### config.mk
export PLATFORM = sky130hd
export DESIGN_NAME = rect_demod_acc
export DESIGN_NICKNAME = d
export VERILOG_FILES = /design/src/rtl/rda_pkg.sv /design/src/rtl/rda_ref_sel.sv /design/src/rtl/rda_chan.sv /design/src/rtl/rda_status.sv /design/src/rtl/rect_demod_acc.sv
export SDC_FILE = /design/constraint.sdc
export NUM_CORES = 1
export LEC_CHECK = 0
export CAP_MARGIN = 20
export CELL_PAD_IN_SITES_DETAIL_PLACEMENT = 0
export CELL_PAD_IN_SITES_GLOBAL_PLACEMENT = 1
export CORE_MARGIN = 3
export CORE_UTILIZATION = 43
export CTS_BUF_LIST = sky130_fd_sc_hd__clkbuf_16
export CTS_CLUSTER_DIAMETER = 80
export DETAILED_ROUTE_END_ITERATION = 16
export PLACE_DENSITY = 0.91
export SLEW_MARGIN = 20
export SYNTH_ARGS = -nofsm -noshare
export SYNTH_HDL_FRONTEND = slang
export SYNTH_SLANG_ARGS = --single-unit
### constraint.sdc
create_clock -name clk -period 4.7 [get_ports clk]
set_input_delay 1.41 -clock clk [delete_from_list [all_inputs] [get_ports clk]]
set_output_delay 1.41 -clock clk [all_outputs]
set_load 0.02 [all_outputs]
### src/rtl/rda_pkg.sv
package rda_pkg;
    typedef enum logic [1:0] {
        STAMP_END   = 2'd0,
        STAMP_START = 2'd1,
        STAMP_MID   = 2'd2
    } stamp_e;

    localparam int unsigned NSTS     = 6;
    localparam int unsigned ST_VLD_I = 0;
    localparam int unsigned ST_VLD_Q = 1;
    localparam int unsigned ST_HI_I  = 2;
    localparam int unsigned ST_HI_Q  = 3;
    localparam int unsigned ST_LO_I  = 4;
    localparam int unsigned ST_LO_Q  = 5;
endpackage

### src/rtl/rda_ref_sel.sv
module rda_ref_sel (
    input  logic       clk,
    input  logic       rst_n,
    input  logic [2:0] sel_i,
    input  logic [3:0] exc_ph_i,
    input  logic       ext_i,
    output logic       ref_o,
    output logic       rise_o
);
    typedef struct packed {
        logic prev;
    } rs_t;

    rs_t s_d, s_q;
    logic ref_c;

    always_comb begin
        case (sel_i)
            3'd0, 3'd1, 3'd2, 3'd3: ref_c = exc_ph_i[sel_i[1:0]];
            3'd4:                   ref_c = ext_i;
            3'd5:                   ref_c = ~ext_i;
            default:                ref_c = 1'b0;
        endcase
        s_d      = s_q;
        s_d.prev = ref_c;
    end

    always_ff @(posedge clk or negedge rst_n) begin
        if (!rst_n) s_q <= '0;
        else        s_q <= s_d;
    end

    assign ref_o  = ref_c;
    assign rise_o = ref_c & ~s_q.prev;
endmodule

### src/rtl/rda_chan.sv
module rda_chan #(
    parameter int unsigned DW = 12,
    parameter int unsigned AW = 32,
    parameter int unsigned CW = 16
) (
    input  logic          clk,
    input  logic          rst_n,
    input  logic          run_i,
    input  logic          restart_i,
    input  logic          ref_i,
    input  logic          vld_i,
    input  logic [DW-1:0] smp_i,
    output logic [AW-1:0] acc_o,
    output logic [CW-1:0] mis_pos_o,
    output logic [CW-1:0] mis_neg_o
);
    localparam int unsigned EXT = AW - DW;

    typedef struct packed {
        logic [AW-1:0] acc;
        logic [CW-1:0] mp;
        logic [CW-1:0] mn;
    } ch_t;

    ch_t c_d, c_q;
    logic [AW-1:0] sx, contrib;
    logic          is_neg, is_pos, mp_inc, mn_inc;

    always_comb begin
        sx      = {{EXT{smp_i[DW-1]}}, smp_i};
        contrib = !vld_i ? '0 : (ref_i ? sx : ('0 - sx));
        is_neg  = smp_i[DW-1];
        is_pos  = !smp_i[DW-1] && (smp_i != '0);
        mp_inc  = vld_i & ref_i & is_neg;
        mn_inc  = vld_i & ~ref_i & is_pos;

        c_d = c_q;
        if (!run_i) begin
            c_d = '0;
        end else if (restart_i) begin
            c_d.acc = contrib;
            c_d.mp  = {{(CW-1){1'b0}}, mp_inc};
            c_d.mn  = {{(CW-1){1'b0}}, mn_inc};
        end else begin
            c_d.acc = c_q.acc + contrib;
            if (mp_inc && (c_q.mp != '1)) c_d.mp = c_q.mp + 1'b1;
            if (mn_inc && (c_q.mn != '1)) c_d.mn = c_q.mn + 1'b1;
        end
    end

    always_ff @(posedge clk or negedge rst_n) begin
        if (!rst_n) c_q <= '0;
        else        c_q <= c_d;
    end

    assign acc_o     = c_q.acc;
    assign mis_pos_o = c_q.mp;
    assign mis_neg_o = c_q.mn;

    AST_MIS_STEP: assert property (@(posedge clk) disable iff (!rst_n)
        (run_i && !restart_i) |=> ((mis_pos_o == $past(mis_pos_o)) || (mis_pos_o == $past(mis_pos_o) + 1'b1)));
    AST_IDLE_CLEAR: assert property (@(posedge clk) disable iff (!rst_n)
        !run_i |=> (acc_o == '0 && mis_neg_o == '0));
endmodule

### src/rtl/rda_status.sv
module rda_status #(
    parameter int unsigned N = 6
) (
    input  logic         clk,
    input  logic         rst_n,
    input  logic [N-1:0] set_i,
    input  logic [N-1:0] clr_i,
    input  logic [N-1:0] en_i,
    input  logic         glb_i,
    output logic [N-1:0] sts_o,
    output logic         irq_o
);
    typedef struct packed {
        logic [N-1:0] sts;
        logic         irq;
    } st_t;

    st_t s_d, s_q;

    always_comb begin
        s_d     = s_q;
        s_d.sts = (s_q.sts & ~clr_i) | set_i;
        s_d.irq = glb_i & (|(s_q.sts & en_i));
    end

    always_ff @(posedge clk or negedge rst_n) begin
        if (!rst_n) s_q <= '0;
        else        s_q <= s_d;
    end

    assign sts_o = s_q.sts;
    assign irq_o = s_q.irq;

    AST_STS_STICKY: assert property (@(posedge clk) disable iff (!rst_n)
        1'b1 |=> ((sts_o & $past(sts_o & ~clr_i)) == $past(sts_o & ~clr_i)));
    AST_IRQ_GATED: assert property (@(posedge clk) disable iff (!rst_n)
        !glb_i |=> !irq_o);
endmodule

### src/rtl/rect_demod_acc.sv
module rect_demod_acc #(
    parameter int unsigned DW   = 12,
    parameter int unsigned AW   = 32,
    parameter int unsigned TW   = 32,
    parameter int unsigned LENW = 8,
    parameter int unsigned CW   = 16,
    parameter int unsigned SHW  = 5
) (
    input  logic            clk,
    input  logic            rst_n,
    input  logic            acc_en,
    input  logic [2:0]      ref_sel,
    input  logic [3:0]      exc_ph,
    input  logic            ext_ref,
    input  logic [LENW-1:0] win_len,
    input  logic [1:0]      stamp_sel,
    input  logic [TW-1:0]   ts_in,
    input  logic            smp_vld,
    input  logic [DW-1:0]   i_smp,
    input  logic [DW-1:0]   q_smp,
    input  logic [SHW-1:0]  shift_amt,
    input  logic            drop_bad,
    input  logic [AW-1:0]   amp_max,
    input  logic [AW-1:0]   amp_min,
    input  logic [5:0]      sts_en,
    input  logic            irq_glb_en,
    input  logic [5:0]      sts_clr,
    output logic            res_vld,
    output logic [AW-1:0]   i_res,
    output logic [AW-1:0]   q_res,
    output logic [TW-1:0]   res_ts,
    output logic [CW-1:0]   pos_cnt,
    output logic [CW-1:0]   neg_cnt,
    output logic [CW-1:0]   i_mis_pos,
    output logic [CW-1:0]   i_mis_neg,
    output logic [CW-1:0]   q_mis_pos,
    output logic [CW-1:0]   q_mis_neg,
    output logic [5:0]      sts,
    output logic            irq
);
    import rda_pkg::*;

    localparam int unsigned NCH = 2;

    typedef struct packed {
        logic            running;
        logic [LENW-1:0] per_cnt;
        logic [LENW-1:0] len_cur;
        logic [TW-1:0]   start_ts;
        logic [CW-1:0]   pcnt;
        logic [CW-1:0]   ncnt;
        logic            vld;
        logic [AW-1:0]   ires;
        logic [AW-1:0]   qres;
        logic [TW-1:0]   ts;
        logic [CW-1:0]   pout;
        logic [CW-1:0]   nout;
        logic [CW-1:0]   imp;
        logic [CW-1:0]   imn;
        logic [CW-1:0]   qmp;
        logic [CW-1:0]   qmn;
    } win_t;

    win_t w_d, w_q;

    logic ref_c, rise_c;
    logic rise_en, start_w, close_w, restart_w, run_w, bad_w, publish_w;
    logic [AW-1:0] acc_a [NCH];
    logic [CW-1:0] mp_a  [NCH];
    logic [CW-1:0] mn_a  [NCH];
    logic [DW-1:0] smp_a [NCH];
    logic [AW-1:0] sh_a  [NCH];
    logic [TW:0]   ts_sum;
    logic [NSTS-1:0] set_w;

    rda_ref_sel u_ref (
        .clk      (clk),
        .rst_n    (rst_n),
        .sel_i    (ref_sel),
        .exc_ph_i (exc_ph),
        .ext_i    (ext_ref),
        .ref_o    (ref_c),
        .rise_o   (rise_c)
    );

    assign smp_a[0] = i_smp;
    assign smp_a[1] = q_smp;

    for (genvar c = 0; c < NCH; c++) begin : g_ch
        rda_chan #(.DW(DW), .AW(AW), .CW(CW)) u_ch (
            .clk       (clk),
            .rst_n     (rst_n),
            .run_i     (run_w),
            .restart_i (restart_w),
            .ref_i     (ref_c),
            .vld_i     (smp_vld),
            .smp_i     (smp_a[c]),
            .acc_o     (acc_a[c]),
            .mis_pos_o (mp_a[c]),
            .mis_neg_o (mn_a[c])
        );
        assign sh_a[c] = acc_a[c] >> shift_amt;
    end

    always_comb begin
        rise_en   = acc_en & rise_c;
        start_w   = rise_en & ~w_q.running;
        close_w   = rise_en & w_q.running & (w_q.per_cnt == w_q.len_cur);
        restart_w = start_w | close_w;
        run_w     = acc_en & (w_q.running | rise_c);
        bad_w     = (w_q.pcnt == '0) || (w_q.ncnt == '0);
        publish_w = close_w & ~(drop_bad & bad_w);
        ts_sum    = {1'b0, w_q.start_ts} + {1'b0, ts_in};

        w_d     = w_q;
        w_d.vld = 1'b0;

        if (!acc_en) begin
            w_d.running = 1'b0;
            w_d.per_cnt = '0;
            w_d.pcnt    = '0;
            w_d.ncnt    = '0;
        end else if (restart_w) begin
            w_d.running  = 1'b1;
            w_d.per_cnt  = '0;
            w_d.len_cur  = win_len;
            w_d.start_ts = ts_in;
            w_d.pcnt     = {{(CW-1){1'b0}}, smp_vld & ref_c};
            w_d.ncnt     = {{(CW-1){1'b0}}, smp_vld & ~ref_c};
        end else if (w_q.running) begin
            if (rise_c) w_d.per_cnt = w_q.per_cnt + 1'b1;
            if (smp_vld && ref_c && (w_q.pcnt != '1))  w_d.pcnt = w_q.pcnt + 1'b1;
            if (smp_vld && !ref_c && (w_q.ncnt != '1)) w_d.ncnt = w_q.ncnt + 1'b1;
        end

        set_w = '0;
        if (publish_w) begin
            w_d.vld  = 1'b1;
            w_d.ires = sh_a[0];
            w_d.qres = sh_a[1];
            case (stamp_e'(stamp_sel))
                STAMP_START: w_d.ts = w_q.start_ts;
                STAMP_MID:   w_d.ts = ts_sum[TW:1];
                default:     w_d.ts = ts_in;
            endcase
            w_d.pout = w_q.pcnt;
            w_d.nout = w_q.ncnt;
            w_d.imp  = mp_a[0];
            w_d.imn  = mn_a[0];
            w_d.qmp  = mp_a[1];
            w_d.qmn  = mn_a[1];
            set_w[ST_VLD_I] = 1'b1;
            set_w[ST_VLD_Q] = 1'b1;
            set_w[ST_HI_I]  = sh_a[0] > amp_max;
            set_w[ST_HI_Q]  = sh_a[1] > amp_max;
            set_w[ST_LO_I]  = sh_a[0] < amp_min;
            set_w[ST_LO_Q]  = sh_a[1] < amp_min;
        end
    end

    always_ff @(posedge clk or negedge rst_n) begin
        if (!rst_n) w_q <= '0;
        else        w_q <= w_d;
    end

    rda_status #(.N(NSTS)) u_sts (
        .clk   (clk),
        .rst_n (rst_n),
        .set_i (set_w),
        .clr_i (sts_clr),
        .en_i  (sts_en),
        .glb_i (irq_glb_en),
        .sts_o (sts),
        .irq_o (irq)
    );

    assign res_vld   = w_q.vld;
    assign i_res     = w_q.ires;
    assign q_res     = w_q.qres;
    assign res_ts    = w_q.ts;
    assign pos_cnt   = w_q.pout;
    assign neg_cnt   = w_q.nout;
    assign i_mis_pos = w_q.imp;
    assign i_mis_neg = w_q.imn;
    assign q_mis_pos = w_q.qmp;
    assign q_mis_neg = w_q.qmn;

    AST_VLD_SPACED: assert property (@(posedge clk) disable iff (!rst_n)
        res_vld |=> !res_vld);
    AST_IDLE_QUIET: assert property (@(posedge clk) disable iff (!rst_n)
        !acc_en |=> !res_vld);
    AST_DROP_CLEAN: assert property (@(posedge clk) disable iff (!rst_n)
        (res_vld && $past(drop_bad)) |-> (pos_cnt != '0 && neg_cnt != '0));
    AST_MIS_BOUND: assert property (@(posedge clk) disable iff (!rst_n)
        res_vld |-> (i_mis_pos <= pos_cnt && q_mis_pos <= pos_cnt &&
                     i_mis_neg <= neg_cnt && q_mis_neg <= neg_cnt));
    AST_HOLD: assert property (@(posedge clk) disable iff (!rst_n)
        !res_vld |=> (res_vld || $stable(i_res)));
endmodule

==> flow_summary.json, run 1 <==
{
  "p_per_area_nw_per_um2": 283,
  "globalplace.congestion": 0.983,
  "synth_top_family_by_area": "simple AND/OR/NAND/NOR gates",
  "grt_usage_pct": 25.4,
  "cts_made_buffers": 49,
  "use_met2_pct": 42.7,
  "maxCapViolCount": 0,
  "synth_adder_area_share_pct": 9.82,
  "fin_hold_ws_ns": 0.471,
  "endpoint_kind": "register",
  "hold-path-endpoint": "q_res[7]",
  "final_layout_size_suffix_gt1_share_pct": 19.7,
  "start_kind": "input pin",
  "criticalPathCategory": "in -> reg",
  "yosysSeqAreaShare_pct": 34.1,
  "cts_num_sinks": 410,
  "grt_first_pass_wirelength_mm": 152,
  "path_max_fanout": 5,
  "finalCritPeriodShare_pct": 99.3,
  "met1_usage_pct": 33.1,
  "viasPerCell": 5.41,
  "std_cell_rows": 96,
  "finalHoldViolations": 0,
  "die_y_microns": 270,
  "r2r_cells": 23,
  "p_leak_nw": 19.1,
  "hold_path_class": "reg -> reg",
  "drc": 0,
  "synth-edff-count": 0,
  "dp_slack_ns": -1.30,
  "synth_mux_area_share_pct": 5.54,
  "io_pins": 361,
  "finalPower_mw": 11.2,
  "post-route-util_pct": 57.4,
  "hold_depth": 2,
  "fmax_ghz": 0.214,
  "arrival_ns": 5.12,
  "dr.pass1.iters": 5,
  "status": "complete, no violations",
  "synth_simple_gate_area_share_pct": 21.0,
  "required_ns": 5.15,
  "core-area_sq_um": 68900,
  "ys_ff_latch": 410,
  "die_w_microns": 270,
  "cts_root_buf": "clkbuf_16",
  "fin_nets": 4644,
  "drtAntennaViolNets": 0,
  "slew_headroom_pct": 55.2,
  "finalSetupTns_ns": 0,
  "grt_overflow": 0,
  "synth_compound_area_share_pct": 16.2,
  "ys_types": 95,
  "worst_slack_ns": 0.0317,
  "r2r-start": "g_ch[1].u_ch.acc_o[6]",
  "rsz0062_at_grt": "yes",
  "clock_latency_ns": 0.62,
  "clk_pin_slew_ns": 0.06,
  "antenna_found_initial": 10,
  "vias": 28260,
  "syn_nets": 4025,
  "synth_warnings": 0,
  "port_buffers": 360,
  "cts_tree": "done",
  "syn_area_sq_um": 30100,
  "grt_pass1_vias": 27861,
  "met3_usage_pct": 4.81,
  "synth_ff_type": "dfrtp_1",
  "drtIter0Drc": 2144,
  "async_flop_share_pct": 100,
  "fin_skew_ns": 0.0357,
  "final-setup-viol-count": 0,
  "grt_max_degree": 86,
  "dieArea_sq_um": 73100,
  "startpoint": "ref_sel[0]",
  "syn2layout_area_growth_pct": 31.7,
  "holdCritStartpoint": "q_res[7]",
  "r2r-end": "u_sts.sts_o[3]",
  "rrSetupSlack_ns": 0.79,
  "synth_xor_xnor_area_share_pct": 4.80,
  "syn_inst": 3633,
  "slew_viol_final": 0,
  "irDropWorstVdd_mv": 0.245,
  "synth.avg_cell_area_sq_um": 8.27,
  "busiest_layer": "met2",
  "dp_hpwl_mm": 72.8,
  "clk_path_buf_depth": 3,
  "fin_crit_ns": 4.67,
  "routedWlPerCell_microns": 18.3,
  "start_util_pct": 43.6,
  "wirelength_mm": 95.4,
  "cts_max_level": 2,
  "worst_pin_slew_ns": 0.670
}
==> per-stage QoR <==
step           area (sq um)  instances
2_1_floorplan         30200       3633
3_3_place_gp          37000       5103
3_5_place_dp          37000       5103
4_1_cts               39000       5207
5_1_grt               39600       5223
6_report              39600       5226
==> layout by cell type, fill, tap and decap left out, types with 12 or more instances in the layout <==
| cell | instances |
|---|---|
| a21oi_2 | 17 |
| buf_4 | 526 |
| buf_6 | 12 |
| buf_12 | 17 |
| nand4_1 | 50 |
| clkbuf_16 | 49 |
| clkdlybuf4s50_1 | 342 |
| nand2_1 | 800 |
| a31oi_1 | 23 |
| o21bai_1 | 21 |
| xor2_1 | 84 |
| inv_1 | 139 |
| a211oi_1 | 19 |
| nand3_1 | 68 |
| a21oi_1 | 228 |
| ha_1 | 221 |
| nor2_1 | 206 |
| o21ai_0 | 208 |
| or3_1 | 46 |
| o22ai_1 | 28 |
| nor3_1 | 39 |
| and3_1 | 28 |
| dfrtp_1 | 410 |
| nor2b_1 | 47 |
| mux4_2 | 27 |
| mux2i_1 | 76 |
| a21o_1 | 53 |
| mux2_2 | 22 |
| o21a_1 | 16 |
| and2_1 | 16 |
| xnor2_1 | 78 |
| a221o_1 | 15 |
| nand2b_1 | 44 |
==> report_power, final <==
group / total, mW / internal [mW] / leakage, nW / switching [mW]
Combinational: 3.35 / 1.60 / 12.7 / 1.75
Clock: 3.89 / 2.20 / 0.819 / 1.68
Sequential: 3.96 / 3.74 / 5.62 / 0.218
Total: 11.2 / 7.55 / 19.1 / 3.65
==> routing by layer <==
metal / routed length, microns / share of wire [%]
met5: 59 / 0.062
met1: 41500 / 44
met2: 45000 / 47
met3: 5910 / 6.2
met4: 2920 / 3.1
==> cells in the mapped netlist, types with 16 or more instances <==
cell	count	share of area (%)
buf_4	192	4.8
nor3_1	43	0.72
o21bai_1	21	0.52
nand2b_1	46	0.96
or3_1	46	0.96
mux4_2	27	2.0
o22ai_1	31	0.65
a211oi_1	24	0.60
mux2_2	22	0.82
o21ai_0	218	3.6
nand4_1	50	1.0
nor2b_1	47	0.98
o21a_1	17	0.42
nand3_1	72	1.2
a21o_1	53	1.3
ha_1	228	9.5
buf_1	16	0.20
dfrtp_1	410	34
and3_1	28	0.58
inv_1	136	1.7
mux2i_1	81	2.7
nand2_1	808	10
xor2_1	84	2.4
nor2_1	220	2.7
clkbuf_1	137	1.7
and2_1	17	0.35
a31oi_1	29	0.60
a21oi_1	249	4.1
xnor2_1	79	2.3
==> cell families after synthesis <==
kind of cell,count (synthesis)
simple gates,1428
compound gates,778
buf+inv,488
flops,410
fa+ha+maj,235
xor+xnor,164
mux,130
==> what timing repair did <==
action,CTS,global route
pin swaps,66,74
endpoints found under the setup margin,44,44
hold buffers,0,0
resized for setup,63,119
buffers inserted,16,15
==> worst max-delay path by stage <==
| stage | end | depth (start not counted) | slack [ns] |
|---|---|---|---|
| after floorplan | g_ch[1].u_ch.acc_o[29] | 23 | -0.61 |
| after global placement | g_ch[0].u_ch.acc_o[29] | 21 | -1.18 |
| after detailed placement | g_ch[0].u_ch.acc_o[29] | 21 | -1.30 |
| after CTS | g_ch[0].u_ch.acc_o[25] | 25 | -0.1 |
| after global routing | g_ch[1].u_ch.acc_o[25] | 24 | -0.16 |
| final | g_ch[1].u_ch.acc_o[25] | 24 | 0.03 |
==> sequential cells by signal, indices dropped and copies added, names as in the netlist <==
register	cells
g_ch.u_ch.mis_pos_o	32
res_vld	1
u_sts.irq_o	1
i_mis_pos	16
g_ch.u_ch.acc_o	64
q_mis_pos	16
i_mis_neg	16
pos_cnt	16
neg_cnt	16
g_ch.u_ch.mis_neg_o	32
w_q	81
u_sts.sts_o	6
u_ref.s_q	1
q_mis_neg	16
q_res	32
i_res	32
res_ts	32
==> area by class of cell <==
class / count / area [sq um]
fill: 6195 / 29400
multi-input combinational: 2735 / 18000
sequential: 410 / 10300
timing repair buffer: 915 / 8020
clock buffer: 49 / 1230
tap: 931 / 1160
inverter: 141 / 544
clock inverter: 40 / 407
antenna: 5 / 12.5
==> critical path, cell delays in order <==
cell and delay, ns:
buf_8 0.10, mux2i_4 0.18, nor3b_4 0.24, nor3_4 0.08, buf_12 0.15, inv_8 0.06, nand2_1 0.07, a21oi_2 0.16
buf_6 0.13, ha_4 0.20, a211oi_2 0.22, o21bai_1 0.11, a21o_1 0.17, a21o_1 0.21, o31ai_4 0.09, nand2_2 0.17
a211oi_4 0.32, o31ai_4 0.10, a41oi_2 0.21, buf_4 0.16, a211oi_4 0.06, a221oi_2 0.25, xor2_1 0.16, a21oi_1 0.08
Power figures use the tool's default switching activity.
==> inputs of run 2 (changes only) <==
--- a/config.mk
+++ b/config.mk
@@ -5,7 +5,7 @@
 export SDC_FILE = /design/constraint.sdc
 export NUM_CORES = 1
 export LEC_CHECK = 0
-export CAP_MARGIN = 20
+export CAP_MARGIN = 30
 export CELL_PAD_IN_SITES_DETAIL_PLACEMENT = 0
 export CELL_PAD_IN_SITES_GLOBAL_PLACEMENT = 1
 export CORE_MARGIN = 3
@@ -13,6 +13,7 @@
 export CTS_BUF_LIST = sky130_fd_sc_hd__clkbuf_16
 export CTS_CLUSTER_DIAMETER = 80
 export DETAILED_ROUTE_END_ITERATION = 16
+export HOLD_SLACK_MARGIN = 0.1
 export PLACE_DENSITY = 0.91
 export SLEW_MARGIN = 20
 export SYNTH_ARGS = -nofsm -noshare
==> results of run 2 <==
The final DEF is identical to that of run 1; final timing and power are the same.
